===== src/rtl/i2c_rs_pkg.sv =====
package i2c_rs_pkg;
  localparam int BYTE_W = 8;

  typedef enum logic [2:0] {
    ST_IDLE,
    ST_ADDR,
    ST_ADDR_ACK,
    ST_WR,
    ST_WR_ACK,
    ST_RD,
    ST_RD_ACK
  } slv_state_t;
endpackage


===== src/rtl/i2c_line_sync.sv =====
// Synchroniser for one open-drain line; keeps one extra stage for edge detection.
module i2c_line_sync #(
  parameter int STAGES = 2
) (
  input  logic clk,
  input  logic rst,
  input  logic line_i,
  output logic lvl_o,
  output logic prev_o
);
  logic [STAGES:0] chain;

  always_ff @(posedge clk) begin
    if (rst) chain <= '1;
    else     chain <= {chain[STAGES-1:0], line_i};
  end

  assign lvl_o  = chain[STAGES-1];
  assign prev_o = chain[STAGES];
endmodule


===== src/rtl/i2c_strap_pins.sv =====
// Captures strap levels during reset, then hands the pins to the generators.
module i2c_strap_pins #(
  parameter int NPINS = 2
) (
  input  logic             clk,
  input  logic             rst,
  input  logic [NPINS-1:0] pin_i,
  input  logic [NPINS-1:0] gen_i,
  output logic [NPINS-1:0] strap_q,
  output logic [NPINS-1:0] pin_o,
  output logic [NPINS-1:0] pin_oe
);
  for (genvar g = 0; g < NPINS; g++) begin : g_pin
    always_ff @(posedge clk) begin
      if (rst) begin
        strap_q[g] <= pin_i[g];
        pin_oe[g]  <= 1'b0;
        pin_o[g]   <= 1'b0;
      end else begin
        pin_oe[g]  <= 1'b1;
        pin_o[g]   <= gen_i[g];
      end
    end
  end
endmodule


===== src/rtl/i2c_rs_regfile.sv =====
// Register storage: port A read/write (bus side), port B read-only (chip side).
module i2c_rs_regfile #(
  parameter int AW = 4,
  parameter int DW = 8
) (
  input  logic          clk,
  input  logic          a_we,
  input  logic [AW-1:0] a_addr,
  input  logic [DW-1:0] a_wdata,
  output logic [DW-1:0] a_rdata,
  input  logic [AW-1:0] b_addr,
  output logic [DW-1:0] b_rdata
);
  localparam int DEPTH = 1 << AW;

  logic [DW-1:0] mem [DEPTH];

  always_ff @(posedge clk) begin
    if (a_we) mem[a_addr] <= a_wdata;
    a_rdata <= mem[a_addr];
  end

  always_ff @(posedge clk) begin
    b_rdata <= mem[b_addr];
  end
endmodule


===== src/rtl/i2c_rs_engine.sv =====
// Bus protocol engine: address match, pointer handling, byte shifting.
module i2c_rs_engine
  import i2c_rs_pkg::*;
#(
  parameter int           AW     = 4,
  parameter logic [4:0]   DEV_HI = 5'b01110
) (
  input  logic              clk,
  input  logic              rst,
  input  logic              scl_s,
  input  logic              scl_p,
  input  logic              sda_s,
  input  logic              sda_p,
  input  logic [1:0]        dev_lo,
  input  logic [BYTE_W-1:0] rd_data,
  output logic              sda_oe,
  output logic [AW-1:0]     ptr,
  output logic              we,
  output logic [BYTE_W-1:0] wdata,
  output slv_state_t        state
);
  localparam logic [3:0] FULL = 4'(BYTE_W);

  logic              scl_rise, scl_fall, start_c, stop_c;
  logic [3:0]        cnt;
  logic [BYTE_W-1:0] sh;
  logic [BYTE_W-1:0] tx;
  logic              rw;
  logic              first;
  logic              mack;

  assign scl_rise = scl_s & ~scl_p;
  assign scl_fall = ~scl_s & scl_p;
  assign start_c  = scl_s & scl_p & sda_p & ~sda_s;
  assign stop_c   = scl_s & scl_p & ~sda_p & sda_s;

  always_ff @(posedge clk) begin
    if (rst) begin
      state  <= ST_IDLE;
      cnt    <= '0;
      sh     <= '0;
      tx     <= '0;
      rw     <= 1'b0;
      first  <= 1'b0;
      mack   <= 1'b0;
      sda_oe <= 1'b0;
      ptr    <= '0;
      we     <= 1'b0;
      wdata  <= '0;
    end else begin
      we <= 1'b0;
      if (we) ptr <= ptr + 1'b1;
      if (start_c) begin
        state  <= ST_ADDR;
        cnt    <= '0;
        sda_oe <= 1'b0;
      end else if (stop_c) begin
        state  <= ST_IDLE;
        sda_oe <= 1'b0;
      end else begin
        unique case (state)
          ST_ADDR, ST_WR: begin
            if (scl_rise && cnt != FULL) begin
              sh  <= {sh[BYTE_W-2:0], sda_s};
              cnt <= cnt + 1'b1;
            end else if (scl_fall && cnt == FULL) begin
              if (state == ST_ADDR) begin
                if (sh[7:1] == {DEV_HI, dev_lo}) begin
                  sda_oe <= 1'b1;
                  rw     <= sh[0];
                  state  <= ST_ADDR_ACK;
                end else begin
                  sda_oe <= 1'b0;
                  state  <= ST_IDLE;
                end
              end else begin
                sda_oe <= 1'b1;
                state  <= ST_WR_ACK;
                if (first) begin
                  ptr   <= sh[AW-1:0];
                  first <= 1'b0;
                end else begin
                  we    <= 1'b1;
                  wdata <= sh;
                end
              end
            end
          end
          ST_ADDR_ACK: begin
            if (scl_fall) begin
              cnt <= '0;
              if (rw) begin
                state  <= ST_RD;
                sda_oe <= ~rd_data[BYTE_W-1];
                tx     <= {rd_data[BYTE_W-2:0], 1'b0};
              end else begin
                state  <= ST_WR;
                sda_oe <= 1'b0;
                first  <= 1'b1;
              end
            end
          end
          ST_WR_ACK: begin
            if (scl_fall) begin
              sda_oe <= 1'b0;
              cnt    <= '0;
              state  <= ST_WR;
            end
          end
          ST_RD: begin
            if (scl_rise && cnt != FULL) begin
              cnt <= cnt + 1'b1;
            end else if (scl_fall) begin
              if (cnt == FULL) begin
                sda_oe <= 1'b0;
                state  <= ST_RD_ACK;
                ptr    <= ptr + 1'b1;
              end else begin
                sda_oe <= ~tx[BYTE_W-1];
                tx     <= {tx[BYTE_W-2:0], 1'b0};
              end
            end
          end
          ST_RD_ACK: begin
            if (scl_rise) begin
              mack <= ~sda_s;
            end else if (scl_fall) begin
              if (mack) begin
                cnt    <= '0;
                state  <= ST_RD;
                sda_oe <= ~rd_data[BYTE_W-1];
                tx     <= {rd_data[BYTE_W-2:0], 1'b0};
              end else begin
                sda_oe <= 1'b0;
                state  <= ST_IDLE;
              end
            end
          end
          default: ;
        endcase
      end
    end
  end
endmodule


===== src/rtl/i2c_strap_regslave.sv =====
module i2c_strap_regslave
  import i2c_rs_pkg::*;
#(
  parameter int         ADDR_W      = 4,
  parameter logic [4:0] DEV_HI      = 5'b01110,
  parameter int         SYNC_STAGES = 2
) (
  input  logic              clk,
  input  logic              rst,
  input  logic              scl_i,
  input  logic              sda_i,
  output logic              sda_oe,
  input  logic [1:0]        strap_pin_i,
  output logic [1:0]        strap_pin_o,
  output logic [1:0]        strap_pin_oe,
  input  logic [1:0]        gen_i,
  input  logic [ADDR_W-1:0] app_addr,
  output logic [BYTE_W-1:0] app_rdata
);
  logic              scl_s, scl_p, sda_s, sda_p;
  logic [1:0]        dev_lo;
  logic [ADDR_W-1:0] reg_ptr;
  logic              reg_we;
  logic [BYTE_W-1:0] reg_wdata;
  logic [BYTE_W-1:0] reg_rdata;
  slv_state_t        fsm_state;

  i2c_line_sync #(.STAGES(SYNC_STAGES)) u_scl_sync (
    .clk(clk), .rst(rst), .line_i(scl_i), .lvl_o(scl_s), .prev_o(scl_p)
  );

  i2c_line_sync #(.STAGES(SYNC_STAGES)) u_sda_sync (
    .clk(clk), .rst(rst), .line_i(sda_i), .lvl_o(sda_s), .prev_o(sda_p)
  );

  i2c_strap_pins #(.NPINS(2)) u_strap (
    .clk(clk), .rst(rst), .pin_i(strap_pin_i), .gen_i(gen_i),
    .strap_q(dev_lo), .pin_o(strap_pin_o), .pin_oe(strap_pin_oe)
  );

  i2c_rs_engine #(.AW(ADDR_W), .DEV_HI(DEV_HI)) u_engine (
    .clk(clk), .rst(rst),
    .scl_s(scl_s), .scl_p(scl_p), .sda_s(sda_s), .sda_p(sda_p),
    .dev_lo(dev_lo), .rd_data(reg_rdata),
    .sda_oe(sda_oe), .ptr(reg_ptr), .we(reg_we), .wdata(reg_wdata),
    .state(fsm_state)
  );

  i2c_rs_regfile #(.AW(ADDR_W), .DW(BYTE_W)) u_regs (
    .clk(clk),
    .a_we(reg_we), .a_addr(reg_ptr), .a_wdata(reg_wdata), .a_rdata(reg_rdata),
    .b_addr(app_addr), .b_rdata(app_rdata)
  );
endmodule


===== config.mk =====
export PLATFORM = sky130hd
export DESIGN_NAME = i2c_strap_regslave
export DESIGN_NICKNAME = d
export VERILOG_FILES = /design/src/rtl/i2c_rs_pkg.sv /design/src/rtl/i2c_line_sync.sv /design/src/rtl/i2c_strap_pins.sv /design/src/rtl/i2c_rs_regfile.sv /design/src/rtl/i2c_rs_engine.sv /design/src/rtl/i2c_strap_regslave.sv
export SDC_FILE = /design/constraint.sdc
export NUM_CORES = 1
export LEC_CHECK = 0
export CORE_AREA = 8 8 219 116
export DETAILED_ROUTE_END_ITERATION = 8
export DIE_AREA = 0 0 227 124
export PLACE_DENSITY_LB_ADDON = 0.12
export SLEW_MARGIN = 20
export SYNTH_ARGS = -nofsm -noshare
export SYNTH_HDL_FRONTEND = slang
export SYNTH_SLANG_ARGS = --single-unit

===== constraint.sdc =====
create_clock -name clk -period 2.5 [get_ports clk]
set_input_delay 0.5 -clock clk [delete_from_list [all_inputs] [get_ports clk]]
set_output_delay 0.5 -clock clk [all_outputs]
set_load 0.01 [all_outputs]

# Yosys cells after proc, flatten, opt, wreduce, memory -nomap -nowiden
# Memories as Yosys holds them, arrays and structs flattened. A register that Yosys moved wholly into a read port is not among the register bits.
# Index checks and enable logic that the tools add are counted.
# word_totals
mem_count	1
out_inout_bits	13
ram_bits	128
register_bits	51
word_cells	165
mem_bits_ro	0
in_bits	12
latch_bits	0
# mem_list
memory	depth	word_bits	read_ports	rd_ports_with_merged_regs	wr	line	source
u_regs.mem	16	8	2	2	1	i2c_rs_regfile.sv:16	logic [DW-1:0] mem [DEPTH];
# classes
n_lt_le_gt_ge	0
n_mul	0
bitwise_logic	20
reduce_logical	23
n_shift	0
n_mux	66
addsub	2
eq_ne	34
div_mod_pow	0
# op_table
cell	count
2-to-1 mux 8 bit	8
2-to-1 mux 4 bit	15
2-to-1 mux 3 bit	12
2-to-1 mux 1 bit	24
inequality test 4 x 1 -> 1 bit, second input constant	6
one-hot mux 8 bit (3 select lines)	1
AND reduction 7 bit	3
inequality test 2 x 1 -> 1 bit, second input constant	10
AND reduction 10 bit	2
one-hot mux 3 bit (5 select lines)	1
NOT 1 bit	13
inequality test 2 bit, second input constant	6
one-hot mux 4 bit (3 select lines)	1
AND reduction 11 bit	1
== test 3 bit, second input constant	3
AND reduction 9 bit	1
adder 4 x 1 -> 4 bit, second input constant	2
inequality test 4 x 2 -> 1 bit, second input constant	2
inequality test 4 bit, second input constant	2
one-hot mux 4 bit (2 select lines)	1
AND reduction 4 bit	2
AND reduction 8 bit	1
bitwise AND 1 bit	7
== test 7 x 6 -> 1 bit	1
14 further kinds	20

# Longest topological paths before layout
# depth
ltp_word	9
ltp_mapped	9
ltp_nobuf	7

# By module
# A second synthesis with hierarchy kept.
# unflattened
hier_cells	562
area_unflattened_um2	8683.3
# modules_own_cells
module	seq_area_each_um2	instances	cells_each	area_each_um2
i2c_rs_regfile	4164.0	1	308	6178.4
i2c_rs_engine	780.7	1	233	2203.4
i2c_line_sync	60.1	2	6	78.8
i2c_strap_pins	120.1	1	9	143.9

# Least setup slack after synthesis
# OpenSTA, ideal clock, no wires.
# synth_timing
path_kind	input-to-reg
start	input port app_addr[0]
end	register u_regs.b_rdata[0], read port of u_regs.mem
t_arrival_ns	1.790
path_stages	4
n_path_buf	2
setup_slack_ns	0.576
setup_time_ns	0.134
required_ns	2.366
cell_sequence	buf_2 > buf_6 > mux4_2 > mux4_2
# synth_rtl
item	line	source
start, declared	i2c_strap_regslave.sv:17	input logic [ADDR_W-1:0] app_addr,
end, declared	i2c_rs_regfile.sv:12	output logic [DW-1:0] b_rdata

# Worst setup path in the final report
# layout_timing
start	register u_engine.state[0]
end	register u_engine.tx[6]
# layout_via
elab_chain_cells	3
word_cells_on_any_way	14
cone_classes	eq/ne (11); mux (1); reduce/logical (2)
# layout_rtl
item	line	source
start, declared	i2c_rs_engine.sv:20	output slv_state_t state
start signal, assigned	i2c_rs_engine.sv:39	state <= ST_IDLE;
start signal, assigned	i2c_rs_engine.sv:54	state <= ST_ADDR;
start signal, assigned	i2c_rs_engine.sv:58	state <= ST_IDLE;
== test 3 bit or == test 3 x 2 -> 1 bit (tied branches)	i2c_rs_engine.sv:61	unique case (state)
inequality test 2 x 1 -> 1 bit (no line), or another cell as far along	--	
AND reduction 11 bit (no line)	--	
end signal, assigned	i2c_rs_engine.sv:95	tx <= {rd_data[BYTE_W-2:0], 1'b0};
end signal, assigned	i2c_rs_engine.sv:120	tx <= {tx[BYTE_W-2:0], 1'b0};
end signal, assigned	i2c_rs_engine.sv:132	tx <= {rd_data[BYTE_W-2:0], 1'b0};
end, declared	i2c_rs_engine.sv:27	logic [BYTE_W-1:0] tx;
# Parallel ways exist; a longest one is shown, timed or not.
# A chain may end at the register's enable or synchronous reset.

==> impl_metrics.tcl <==
set metrics [dict create \
    track_usage_pct 16.7 \
    ctsRootBufferMaster "clkbuf_16" \
    fin_crit_sh_pct 87.3 \
    critPathKind "register to register" \
    drt-pass1-iter-count 5 \
    syn-mean-instance-area_um2 16.1 \
    layout_setup_ws_ns 0.316 \
    vdd_drop_max_mv 0.363 \
    grt_overflow 0 \
    power.leakage_nw 3.52 \
    grt.busiest_layer "met1" \
    pre_cts_slack_ns 0.278 \
    viasPerCell 5.62 \
    io_buffers 24 \
    nNetsFinal 616 \
    start_util_pct 39.4 \
    grt_pass1_vias 5182 \
    cp_cell_sequence "nand3b_1, o22ai_2, a21oi_1, a311oi_1" \
    rsz0062_at_grt "no" \
    holdBufCountCts 0 \
    drcViolationCount 0 \
    antenna_found_initial 0 \
    synth-seq-cells 194 \
    antenna_left 0 \
    use_met2_pct 22.0 \
    placed_cell_area_mm2 0.00954 \
    timing.fmax_mhz 458 \
    hold_viol_final 0 \
    area_growth_pct 15.6 \
    cts_tree "yes" \
    core_area_mm2 0.0223 \
    path_clk_slew_ns 0.07 \
    htreeDepth 4 \
    worstHoldPathCells 1 \
    die_h_um 124 \
    tightest_slew_ns 0.809 \
    grt_pass1_wl_mm 33.7 \
    netlist_instances 548 \
    path_max_fanout 15 \
    fp.dieW_um 227 \
    drive_above_1_share_pct 24.1 \
    wl_per_cell_um 24.2 \
    wirelength_mm 22.2 \
    post_cts_buffers 0 \
    vias 5160 \
    skew_ns 0.00757 \
    use_met3_pct 4.77 \
    setup_violations 0 \
    drv_slew 0 \
    ys_warn_count 0 \
    cp.required_ns 2.85 \
    ioPinCount 25 \
    synth-seq-area-share_pct 58.8 \
    place_congestion 0.807 \
    clockBufferDepth 2 \
    met1_usage_pct 25.8 \
    r2r_setup_slack_ns 0.32 \
    synth_edf_count 130 \
    cellPowerDensity_mw_per_mm2 666 \
    final.min_clock_period_ns 2.18 \
    worstSetupEndpointType "register" \
    design.die.area_mm2 0.0281 \
    slowest_delay_ns 0.65 \
    max_cap_viol_count 0 \
    diodes 0 \
    fin_tns_setup_ns 0 \
    status "finished, final reports clean" \
    cts_buffers 17 \
    start_kind "register" \
    slew_headroom_pct 46.0 \
    rr_worst_depth 4 \
    synth_nets 566 \
    slowest_stage "dfxtp_1" \
    ctsResizeCount 0 \
    syn_area_mm2 0.00881 \
    final_area_mm2 0.0102 \
    async_reset_ff_share_pct 0 \
    grt_max_degree 34 \
    rows 39 \
    ys.flop_type "edfxtp_1" \
    insertion_delay_ns 0.44 \
    critPathArrivalTime_ns 2.53 \
    cts_sinks 194 \
    ys_types 53 \
    drt_iter0_markers 597 \
    dp_hpwl_mm 15.5 \
    hold_path_class "register to register" \
]
-- per-stage QoR --
stage          hold slack, ns  power, mW  cells  util (%)
2_1_floorplan           0.389       3.73    548         -
3_3_place_gp            0.392       3.85    886      42.7
3_5_place_dp            0.400       3.86    886      42.7
4_1_cts                 0.411       6.85    918      45.6
5_1_grt                 0.422       7.00    918      45.6
6_report                0.413       6.79    918      45.6
-- worst paths after layout --
check | from | end
worst min-delay path | u_scl_sync.chain[0]$_SDFF_PP1_ | u_scl_sync.chain[1]$_SDFF_PP1_
worst max-delay path | u_engine.state[0]$_SDFFE_PP0P_ | u_engine.tx[6]$_SDFFE_PP0P_
worst min register to register | u_scl_sync.chain[0]$_SDFF_PP1_ | u_scl_sync.chain[1]$_SDFF_PP1_
worst max register to register | u_engine.state[0]$_SDFFE_PP0P_ | u_engine.tx[6]$_SDFFE_PP0P_
-- cell usage in the layout, fill, tap and decap left out, drive strengths merged, types with 5 or more instances in the layout --
| cell | count |
|---|---|
| edfxtp | 130 |
| mux4 | 80 |
| dfxtp | 64 |
| nor2 | 48 |
| buf | 45 |
| mux2i | 30 |
| nand2 | 25 |
| clkdlybuf4s50 | 23 |
| a21oi | 21 |
| clkbuf | 18 |
| nand2b | 11 |
| inv | 10 |
| o21ai | 10 |
| or2 | 7 |
| a311oi | 7 |
| nand4 | 6 |
| ha | 6 |
| nand3 | 5 |
| or3 | 5 |
| nor3 | 5 |
| bufinv | 5 |
| clkinv | 5 |
-- registers in the layout, summed over array words and instances, names as in the netlist, 2 cells and up --
| name | cells |
|---|---|
| u_engine.ptr | 4 |
| u_engine.sh | 8 |
| u_strap.strap_q | 2 |
| u_scl_sync.chain | 3 |
| u_regs.mem | 128 |
| u_sda_sync.chain | 3 |
| u_engine.cnt | 4 |
| u_regs.b_rdata | 8 |
| u_engine.state | 3 |
| u_engine.wdata | 8 |
| u_strap.pin_o | 2 |
| u_regs.a_rdata | 8 |
| u_engine.tx | 7 |
-- cell usage after synthesis, types with 3 or more instances --
| master | instances | area, um2 |
|---|---|---|
| buf_1 | 5 | 18.8 |
| mux4_1 | 21 | 552 |
| or2_2 | 7 | 43.8 |
| a211oi_1 | 4 | 30.0 |
| o21ai_0 | 9 | 45.0 |
| a311oi_1 | 7 | 61.3 |
| nand3_1 | 5 | 25.0 |
| edfxtp_1 | 130 | 3900 |
| buf_6 | 10 | 113 |
| a21oi_1 | 21 | 105 |
| nand2_1 | 25 | 93.8 |
| buf_2 | 10 | 50.1 |
| buf_4 | 4 | 30.0 |
| nor3_1 | 5 | 25.0 |
| mux4_2 | 58 | 1310 |
| nor2b_1 | 3 | 18.8 |
| clkbuf_1 | 6 | 22.5 |
| inv_1 | 9 | 33.8 |
| ha_1 | 6 | 75.1 |
| mux2i_1 | 30 | 300 |
| dfxtp_1 | 64 | 1280 |
| or3_1 | 5 | 31.3 |
| xnor2_1 | 4 | 35.0 |
| nand4_1 | 6 | 37.5 |
| nand2b_1 | 11 | 68.8 |
| o211ai_1 | 3 | 22.5 |
| nor2_1 | 47 | 176 |
-- critical path, delay by kind of cell, from the launching register on --
kind            cells  cell delay (ns)
flops               1             0.65
simple gates        1             0.41
compound gates      3             1.03
-- cell families (layout without fill, tap and decap cells) --
kind of cell,after synthesis,in the layout,share of synthesized area (%)
AOI/OAI and AO/OA,60,60,4.47
xor gates and xnor gates,6,6,0.596
adders and majority gates,6,6,0.852
buffers and inverters,46,109,3.49
DFF,194,194,58.8
muxes,111,111,24.9
and+or+nand+nor,125,125,6.86
-- area by class of cell --
cell class / count / area, um2
clock inverters: 14 / 210
inverters: 9 / 33.8
well taps: 307 / 384
multi-input cells: 308 / 3320
repair buffers: 68 / 616
fillers: 1973 / 12200
flip-flops and latches: 194 / 5190
clock buffers: 18 / 439
-- where the power goes --
part | total, mW | switching (mW) | internal (mW)
Combinational | 0.341 | 0.161 | 0.180
Sequential | 3.44 | 0.0276 | 3.41
Clock | 3.01 | 1.21 | 1.80
-- routing by layer --
| metal | share of wire (%) | up-vias |
|---|---|---|
| met5 | 0 | - |
| met1 | 52 | 2675 |
| met4 | 1.4 | 0 |
| met3 | 7.3 | 22 |
| li1 | - | 2285 |
| met2 | 39 | 178 |
Note: power is estimated with default switching activity, not from simulation.
